===== src/rtl/otp_pkg.sv =====
package otp_pkg;
  localparam logic [7:0] OFF_WIN  = 8'h20;
  localparam logic [7:0] OFF_CTRL = 8'h48;
  localparam logic [7:0] OFF_STAT = 8'h4C;
  localparam logic [7:0] OFF_ADDR = 8'h50;
  localparam int START_BIT = 2;
  localparam int DONE_BIT  = 4;
  localparam int PER_LSB   = 8;
  localparam logic [31:0] FUSE_SEED = 32'h9E3779B9;

  typedef enum logic [1:0] {
    SQ_IDLE = 2'd0,
    SQ_WAIT = 2'd1,
    SQ_FIN  = 2'd2
  } seq_state_t;
endpackage


===== src/rtl/otp_fuse_model.sv =====
module otp_fuse_model #(
  parameter int WORD_W = 32,
  parameter int PER_W  = 8,
  parameter int GIDX_W = 5
) (
  input  logic              clk,
  input  logic              rst_ni,
  input  logic              req,
  input  logic [GIDX_W-1:0] req_word,
  input  logic [PER_W-1:0]  req_period,
  output logic              resp_valid,
  output logic [WORD_W-1:0] resp_data
);
  logic              busy_q, busy_d;
  logic [PER_W-1:0]  cnt_q, cnt_d, per_q, per_d;
  logic [GIDX_W-1:0] word_q, word_d;
  logic [31:0]       raw;

  always_comb begin
    busy_d = busy_q;
    cnt_d  = cnt_q;
    per_d  = per_q;
    word_d = word_q;
    if (req) begin
      busy_d = 1'b1;
      cnt_d  = '0;
      per_d  = req_period;
      word_d = req_word;
    end else if (busy_q) begin
      if (cnt_q == per_q) busy_d = 1'b0;
      else                cnt_d  = cnt_q + 1'b1;
    end
  end

  always_ff @(posedge clk or negedge rst_ni) begin
    if (!rst_ni) begin
      busy_q <= 1'b0;
      cnt_q  <= '0;
      per_q  <= '0;
      word_q <= '0;
    end else begin
      busy_q <= busy_d;
      cnt_q  <= cnt_d;
      per_q  <= per_d;
      word_q <= word_d;
    end
  end

  assign raw        = otp_pkg::FUSE_SEED * (32'(word_q) + 32'd1);
  assign resp_valid = busy_q && (cnt_q == per_q);
  assign resp_data  = WORD_W'(raw);

  assert_no_overlap_R3: assert property (@(posedge clk) disable iff (!rst_ni)
    req |-> (!busy_q || resp_valid));
endmodule


===== src/rtl/otp_read_seq.sv =====
module otp_read_seq #(
  parameter int NUM_BANKS = 8,
  parameter int WORDS     = 4,
  parameter int WORD_W    = 32,
  parameter int PER_W     = 8,
  localparam int BANK_BITS  = WORDS * WORD_W,
  localparam int OFF_W      = $clog2(BANK_BITS),
  localparam int BANK_IDX_W = $clog2(NUM_BANKS),
  localparam int WIDX_W     = $clog2(WORDS),
  localparam int GIDX_W     = BANK_IDX_W + WIDX_W
) (
  input  logic                          clk,
  input  logic                          rst_ni,
  input  logic                          start,
  input  logic [WORD_W-1:0]             bank_addr,
  input  logic [PER_W-1:0]              period,
  output logic                          busy,
  output logic                          done_set,
  output logic [WORDS-1:0][WORD_W-1:0]  win
);
  import otp_pkg::*;

  seq_state_t                  state_q, state_d;
  logic [WIDX_W-1:0]           idx_q, idx_d;
  logic [BANK_IDX_W-1:0]       bank_q, bank_d;
  logic [PER_W-1:0]            per_q, per_d;
  logic [WORDS-1:0][WORD_W-1:0] win_q, win_d;
  logic                        addr_ok;
  logic                        f_req, f_valid;
  logic [GIDX_W-1:0]           f_word;
  logic [PER_W-1:0]            f_per;
  logic [WORD_W-1:0]           f_data;

  assign addr_ok = (bank_addr[OFF_W-1:0] == '0) &&
                   ((bank_addr >> OFF_W) < WORD_W'(NUM_BANKS));

  always_comb begin
    state_d  = state_q;
    idx_d    = idx_q;
    bank_d   = bank_q;
    per_d    = per_q;
    win_d    = win_q;
    done_set = 1'b0;
    f_req    = 1'b0;
    f_word   = {bank_q, idx_q};
    f_per    = per_q;
    case (state_q)
      SQ_IDLE: begin
        if (start) begin
          win_d = '0;
          if (addr_ok) begin
            state_d = SQ_WAIT;
            idx_d   = '0;
            bank_d  = bank_addr[OFF_W +: BANK_IDX_W];
            per_d   = period;
            f_req   = 1'b1;
            f_word  = {bank_addr[OFF_W +: BANK_IDX_W], {WIDX_W{1'b0}}};
            f_per   = period;
          end else begin
            done_set = 1'b1;
          end
        end
      end
      SQ_WAIT: begin
        if (f_valid) begin
          win_d[idx_q] = f_data;
          if (idx_q == WIDX_W'(WORDS - 1)) begin
            state_d = SQ_FIN;
          end else begin
            idx_d  = idx_q + 1'b1;
            f_req  = 1'b1;
            f_word = {bank_q, WIDX_W'(idx_q + 1'b1)};
          end
        end
      end
      default: begin
        state_d  = SQ_IDLE;
        done_set = 1'b1;
      end
    endcase
  end

  always_ff @(posedge clk or negedge rst_ni) begin
    if (!rst_ni) begin
      state_q <= SQ_IDLE;
      idx_q   <= '0;
      bank_q  <= '0;
      per_q   <= '0;
      win_q   <= '0;
    end else begin
      state_q <= state_d;
      idx_q   <= idx_d;
      bank_q  <= bank_d;
      per_q   <= per_d;
      win_q   <= win_d;
    end
  end

  otp_fuse_model #(.WORD_W(WORD_W), .PER_W(PER_W), .GIDX_W(GIDX_W)) u_fuse (
    .clk        (clk),
    .rst_ni     (rst_ni),
    .req        (f_req),
    .req_word   (f_word),
    .req_period (f_per),
    .resp_valid (f_valid),
    .resp_data  (f_data)
  );

  assign busy = (state_q != SQ_IDLE);
  assign win  = win_q;

  assert_resp_only_when_waiting_R2: assert property (@(posedge clk) disable iff (!rst_ni)
    f_valid |-> (state_q == SQ_WAIT));
  assert_bad_addr_clears_R6: assert property (@(posedge clk) disable iff (!rst_ni)
    (state_q == SQ_IDLE && start && !addr_ok) |=> (state_q == SQ_IDLE && win_q == '0));
endmodule


===== src/rtl/otp_bank_reader.sv =====
module otp_bank_reader #(
  parameter int NUM_BANKS = 8,
  parameter int WORDS     = 4,
  parameter int WORD_W    = 32,
  parameter int PER_W     = 8
) (
  input  logic              clk,
  input  logic              rst_n,
  input  logic              bus_sel,
  input  logic              bus_we,
  input  logic [7:0]        bus_addr,
  input  logic [WORD_W-1:0] bus_wdata,
  output logic [WORD_W-1:0] bus_rdata
);
  import otp_pkg::*;

  logic [1:0]                   rst_sync_q;
  logic                         rst_ni;
  logic [PER_W-1:0]             period_q, period_d;
  logic [WORD_W-1:0]            addr_q, addr_d;
  logic                         done_q, done_d;
  logic                         wr, ctrl_wr, stat_wr, addr_wr, start_acc;
  logic                         busy, done_set;
  logic [WORDS-1:0][WORD_W-1:0] win;

  always_ff @(posedge clk or negedge rst_n) begin
    if (!rst_n) rst_sync_q <= 2'b00;
    else        rst_sync_q <= {rst_sync_q[0], 1'b1};
  end
  assign rst_ni = rst_sync_q[1];

  assign wr        = bus_sel && bus_we;
  assign ctrl_wr   = wr && (bus_addr == OFF_CTRL);
  assign stat_wr   = wr && (bus_addr == OFF_STAT);
  assign addr_wr   = wr && (bus_addr == OFF_ADDR);
  assign start_acc = ctrl_wr && !busy && bus_wdata[START_BIT];

  always_comb begin
    period_d = period_q;
    addr_d   = addr_q;
    done_d   = done_q;
    if (ctrl_wr && !busy) period_d = bus_wdata[PER_LSB +: PER_W];
    if (addr_wr)          addr_d   = bus_wdata;
    if (stat_wr)          done_d   = done_q && bus_wdata[DONE_BIT];
    if (done_set)         done_d   = 1'b1;
  end

  always_ff @(posedge clk or negedge rst_ni) begin
    if (!rst_ni) begin
      period_q <= '0;
      addr_q   <= '0;
      done_q   <= 1'b0;
    end else begin
      period_q <= period_d;
      addr_q   <= addr_d;
      done_q   <= done_d;
    end
  end

  otp_read_seq #(.NUM_BANKS(NUM_BANKS), .WORDS(WORDS), .WORD_W(WORD_W), .PER_W(PER_W)) u_seq (
    .clk       (clk),
    .rst_ni    (rst_ni),
    .start     (start_acc),
    .bank_addr (addr_q),
    .period    (period_d),
    .busy      (busy),
    .done_set  (done_set),
    .win       (win)
  );

  always_comb begin
    bus_rdata = '0;
    if (bus_addr == OFF_CTRL) begin
      bus_rdata[PER_LSB +: PER_W] = period_q;
      bus_rdata[START_BIT]        = busy;
    end else if (bus_addr == OFF_STAT) begin
      bus_rdata[DONE_BIT] = done_q;
    end else if (bus_addr == OFF_ADDR) begin
      bus_rdata = addr_q;
    end
    for (int i = 0; i < WORDS; i++) begin
      if (bus_addr == OFF_WIN + 8'(4 * i)) bus_rdata = win[i];
    end
  end

  assert_done_after_idle_R3: assert property (@(posedge clk) disable iff (!rst_ni)
    $rose(done_q) |-> !busy);
  assert_period_frozen_R5: assert property (@(posedge clk) disable iff (!rst_ni)
    busy |=> $stable(period_q));
  assert_done_cleared_R4: assert property (@(posedge clk) disable iff (!rst_ni)
    (stat_wr && !bus_wdata[DONE_BIT] && !done_set) |=> !done_q);
endmodule


===== config.mk =====
export PLATFORM = sky130hd
export DESIGN_NAME = otp_bank_reader
export DESIGN_NICKNAME = d
export VERILOG_FILES = /design/src/rtl/otp_pkg.sv /design/src/rtl/otp_fuse_model.sv /design/src/rtl/otp_read_seq.sv /design/src/rtl/otp_bank_reader.sv
export SDC_FILE = /design/constraint.sdc
export NUM_CORES = 1
export LEC_CHECK = 0
export BUFFER_PORTS_ARGS = -buffer_cell sky130_fd_sc_hd__buf_2
export CELL_PAD_IN_SITES_DETAIL_PLACEMENT = 1
export CELL_PAD_IN_SITES_GLOBAL_PLACEMENT = 1
export CORE_MARGIN = 2
export CORE_UTILIZATION = 35
export CTS_CLUSTER_SIZE = 28
export DETAILED_ROUTE_END_ITERATION = 10
export PLACE_DENSITY_LB_ADDON = 0.15
export SETUP_SLACK_MARGIN = 0.15
export SYNTH_ARGS = -nofsm -noshare
export SYNTH_HDL_FRONTEND = slang
export SYNTH_SLANG_ARGS = --single-unit

===== constraint.sdc =====
create_clock -name clk -period 8.6 [get_ports clk]
set_input_delay 0.86 -clock clk [delete_from_list [all_inputs] [get_ports clk]]
set_output_delay 0.86 -clock clk [all_outputs]
set_load 0.05 [all_outputs]

==> metrics.txt <==
die height between 150 and 200 µm; Post-CTS Resized 0; DP HPWL roughly 28000 µm; final setup TNS 0 ps; Crit path depth 16; Tmin final about 6300 ps; Leak between 6 and 7 nW; later-pin clock latency in the skew report between 500 and 600 ps; EDFF count, synth 0; via count roughly 9600; Final Wtd Congestion a little under 0.9; GRT overflow 0; status completed; CTS tree built; cts bufs inserted 25; Routed WL around 40000 µm; slowest cell delay on critical path slightly above 600 ps; sequential area share after synthesis 0.438; crit end category flop; Sink Count between 200 and 250; Max Cap Viol 0; Buffers & Inverters on Critical Path 1; Iter 0 DRT Violations roughly 800; Reg-to-Reg Start u_seq.u_fuse.word_q[0]; final antenna-violating net count 0; CP dominant cell by count ha_1; number of global-route vias before repair roughly 10000; Syn-to-layout area delta 13.5%; Die Wd between 150 and 200 µm; R2R depth 16; synth warn 0; DR vias/cell 5.64; starting density of the core 0.355; final setup fails 0; final hold violations 0; Netlist cell types 71; Synth Net Count 1313; min-delay worst type in -> async; Async S/R FF share, synth 1.00; htree depth 1; # rows 67; critical path peak fanout 12; worst setup path end u_seq.win[89]; Reg clk slew, reported paths ~60 ps; first-pass GRT wire length slightly above 60000 µm; slowest cell on the critical path xnor2_1; Post-Layout Cell Count around 1700; drt first pass iters 6; reg2reg end u_seq.win[89]; final clock skew ~19 ps; Placed Cells between 1500 and 2000; Core Area roughly 33000 µm²; Root Buffer clkbuf_16; Crit Path Category reg -> reg; period utilization 0.736; critical path arrival ~6800 ps; Slew Limit Fails 0; Startpoint Class flop; crit-path cells ha_1 > xnor2_1 > inv_1 > ha_1 > xnor2_1 > ha_1 > fa_1 > ha_1 > fa_1 > a21o_1 > a221oi_2 > o21ai_1 > a21boi_2 > nor3b_1 > a211oi_1 > a22o_1; area of the mapped netlist 11900 µm²; Worst slew margin 0.195; RSZ-0062 raised after global routing false; Reg2Reg Setup Slack between 2000 and 2500 ps; Yosys reg bits 208; hold buffer count at CTS 0; port buffer count 75; die area 35400 µm²; layout cells sized above 1 0.161; Nets approximately 1400; Synth Flop Type dfrtp_1; IO Count 76; Inserted Diodes 0; detailed-route wire length per cell 23.5 µm; post-CTS setup buffers 0; mean post-synth cell area around 10 µm²; CTS max path bufs 3; Req. time, crit path 9050 ps; initial antenna violation count 0; PwrDens 218 nW/µm²; family with the most delay on the worst path adder cells; critical path launch point u_seq.u_fuse.word_q[0]; Syn Inst Count about 1200; peak supply drop between 0.1 and 0.15 mV; largest net degree at the start of global routing between 100 and 150; Least-Margin Pin Slew ~1200 ps; DR DRC count 0; Fmax 158 MHz; GRT Total Usage 0.228
-- Yosys cell counts (4+ instances only) --
| cell type | count | area (µm²) |
|---|---|---|
| buf_1 | 4 | 15.0 |
| a21o_1 | 7 | 52.6 |
| o31ai_1 | 13 | 97.6 |
| fa_1 | 26 | 521 |
| nand3_1 | 17 | 85.1 |
| nor3_1 | 4 | 20.0 |
| nand4_1 | 10 | 62.6 |
| nand2b_1 | 7 | 43.8 |
| a22o_1 | 66 | 578 |
| a221o_1 | 9 | 90.1 |
| mux2_2 | 53 | 597 |
| xor2_1 | 24 | 210 |
| o21ai_1 | 5 | 25.0 |
| nor4_1 | 10 | 62.6 |
| nor2_1 | 70 | 263 |
| clkbuf_1 | 33 | 124 |
| o21ai_0 | 83 | 415 |
| inv_1 | 76 | 285 |
| and3_1 | 5 | 31.3 |
| nor2b_1 | 6 | 37.5 |
| and2_1 | 9 | 56.3 |
| a222oi_1 | 25 | 250 |
| xnor2_1 | 18 | 158 |
| mux2i_1 | 12 | 120 |
| o22ai_1 | 5 | 31.3 |
| a211oi_1 | 5 | 37.5 |
| a22oi_1 | 7 | 52.6 |
| a21oi_1 | 35 | 175 |
| nand2_1 | 167 | 627 |
| dfrtp_1 | 208 | 5200 |
| a31oi_1 | 29 | 181 |
| ha_1 | 59 | 738 |
| buf_2 | 18 | 90.1 |
-- per-layer routing --
metal / GRT usage / part of all wire
met4: 0.0436 / 0.015
met5: 0 / 0
met2: 0.358 / 0.45
met1: 0.335 / 0.48
met3: 0.0332 / 0.059
-- worst register-to-register path, stage by stage, from the launching register on --
cell and delay, ps:
dfrtp_1 570, ha_1 330, xnor2_1 620, inv_1 230, ha_1 460, xnor2_1 470
ha_1 360, fa_1 470, ha_1 240, fa_1 420, a21o_1 200, a221oi_2 330
o21ai_1 300, a21boi_2 380, nor3b_1 110, a211oi_1 540, a22o_1 220
-- how the worst min path moves through the flow --
stage,start,endpoint,slack [ps],cells after the start
after CTS,rst_n,rst_sync_q[0],90,1
after detailed placement,rst_sync_q[0],rst_sync_q[1],340,0
final,rst_n,rst_sync_q[0],110,1
after global routing,rst_n,rst_sync_q[0],90,1
after floorplan,rst_sync_q[0],rst_sync_q[1],330,0
after global placement,rst_sync_q[0],rst_sync_q[1],340,0
-- stage by stage --
| step | hold WS, ps | utilization | instance area [µm²] | power (mW) | worst slack [ps] |
|---|---|---|---|---|---|
| finish | 107 | 0.403 | 13500 | 2.94 | 2270 |
| CTS | 90.0 | 0.403 | 13500 | 2.96 | 2280 |
| detailed placement | 342 | 0.380 | 12700 | 1.95 | 2300 |
| global route | 89.1 | 0.403 | 13500 | 3.11 | 1780 |
| global placement | 340 | 0.380 | 12700 | 1.95 | 2570 |
| floorplan | 331 | - | 11900 | 1.61 | 2370 |
-- kinds of logic (layout without fill, tap and decap cells) --
logic type	Yosys count	in the layout	synth area share
and+or+nand+nor	327	327	0.125
AOI/OAI and AO/OA	321	321	0.192
DFF	208	208	0.438
buffers and inverters	135	208	0.0465
adders and majority gates	85	85	0.106
muxes	65	65	0.0604
xor gates and xnor gates	42	42	0.0310
other	1	1	0.000316
-- registers in the layout, summed over array words and instances (netlist names), 3 cells and up --
register and cells:
u_seq.per_q 8, period_q 8, u_seq.u_fuse.per_q 8, u_seq.u_fuse.word_q 5
addr_q 32, u_seq.u_fuse.cnt_q 8, u_seq.win 128, u_seq.bank_q 3
-- cells in the final DEF (no fill, tap or decap), types with 10 or more instances in the layout --
cell       count
buf_4         12
xor2_1        24
nor4_1        10
fa_1          26
mux2i_1       12
a21oi_1       35
a222oi_1      25
buf_2         75
dfrtp_1      207
o31ai_1       13
inv_1         76
nand4_1       10
a31oi_1       29
xnor2_1       18
ha_1          59
clkbuf_16     25
a22o_1        66
nand3_1       16
nor2_1        69
mux2_2        53
o21ai_0       83
nand2_1      167
-- layout make-up --
class	instances	area (µm²)
fillers	3796	20000
multi-input cells	841	6160
flip-flops and latches	208	5210
clock buffers	34	719
well taps	448	561
repair buffers	88	485
inverters	76	285
clock inverters	10	58.8
-- report_power, final --
group	switching (mW)	internal (mW)
clock	0.422	0.583
sequential	0.0173	0.993
combinational	0.647	0.280
Note: power is estimated with default switching activity, not from simulation.
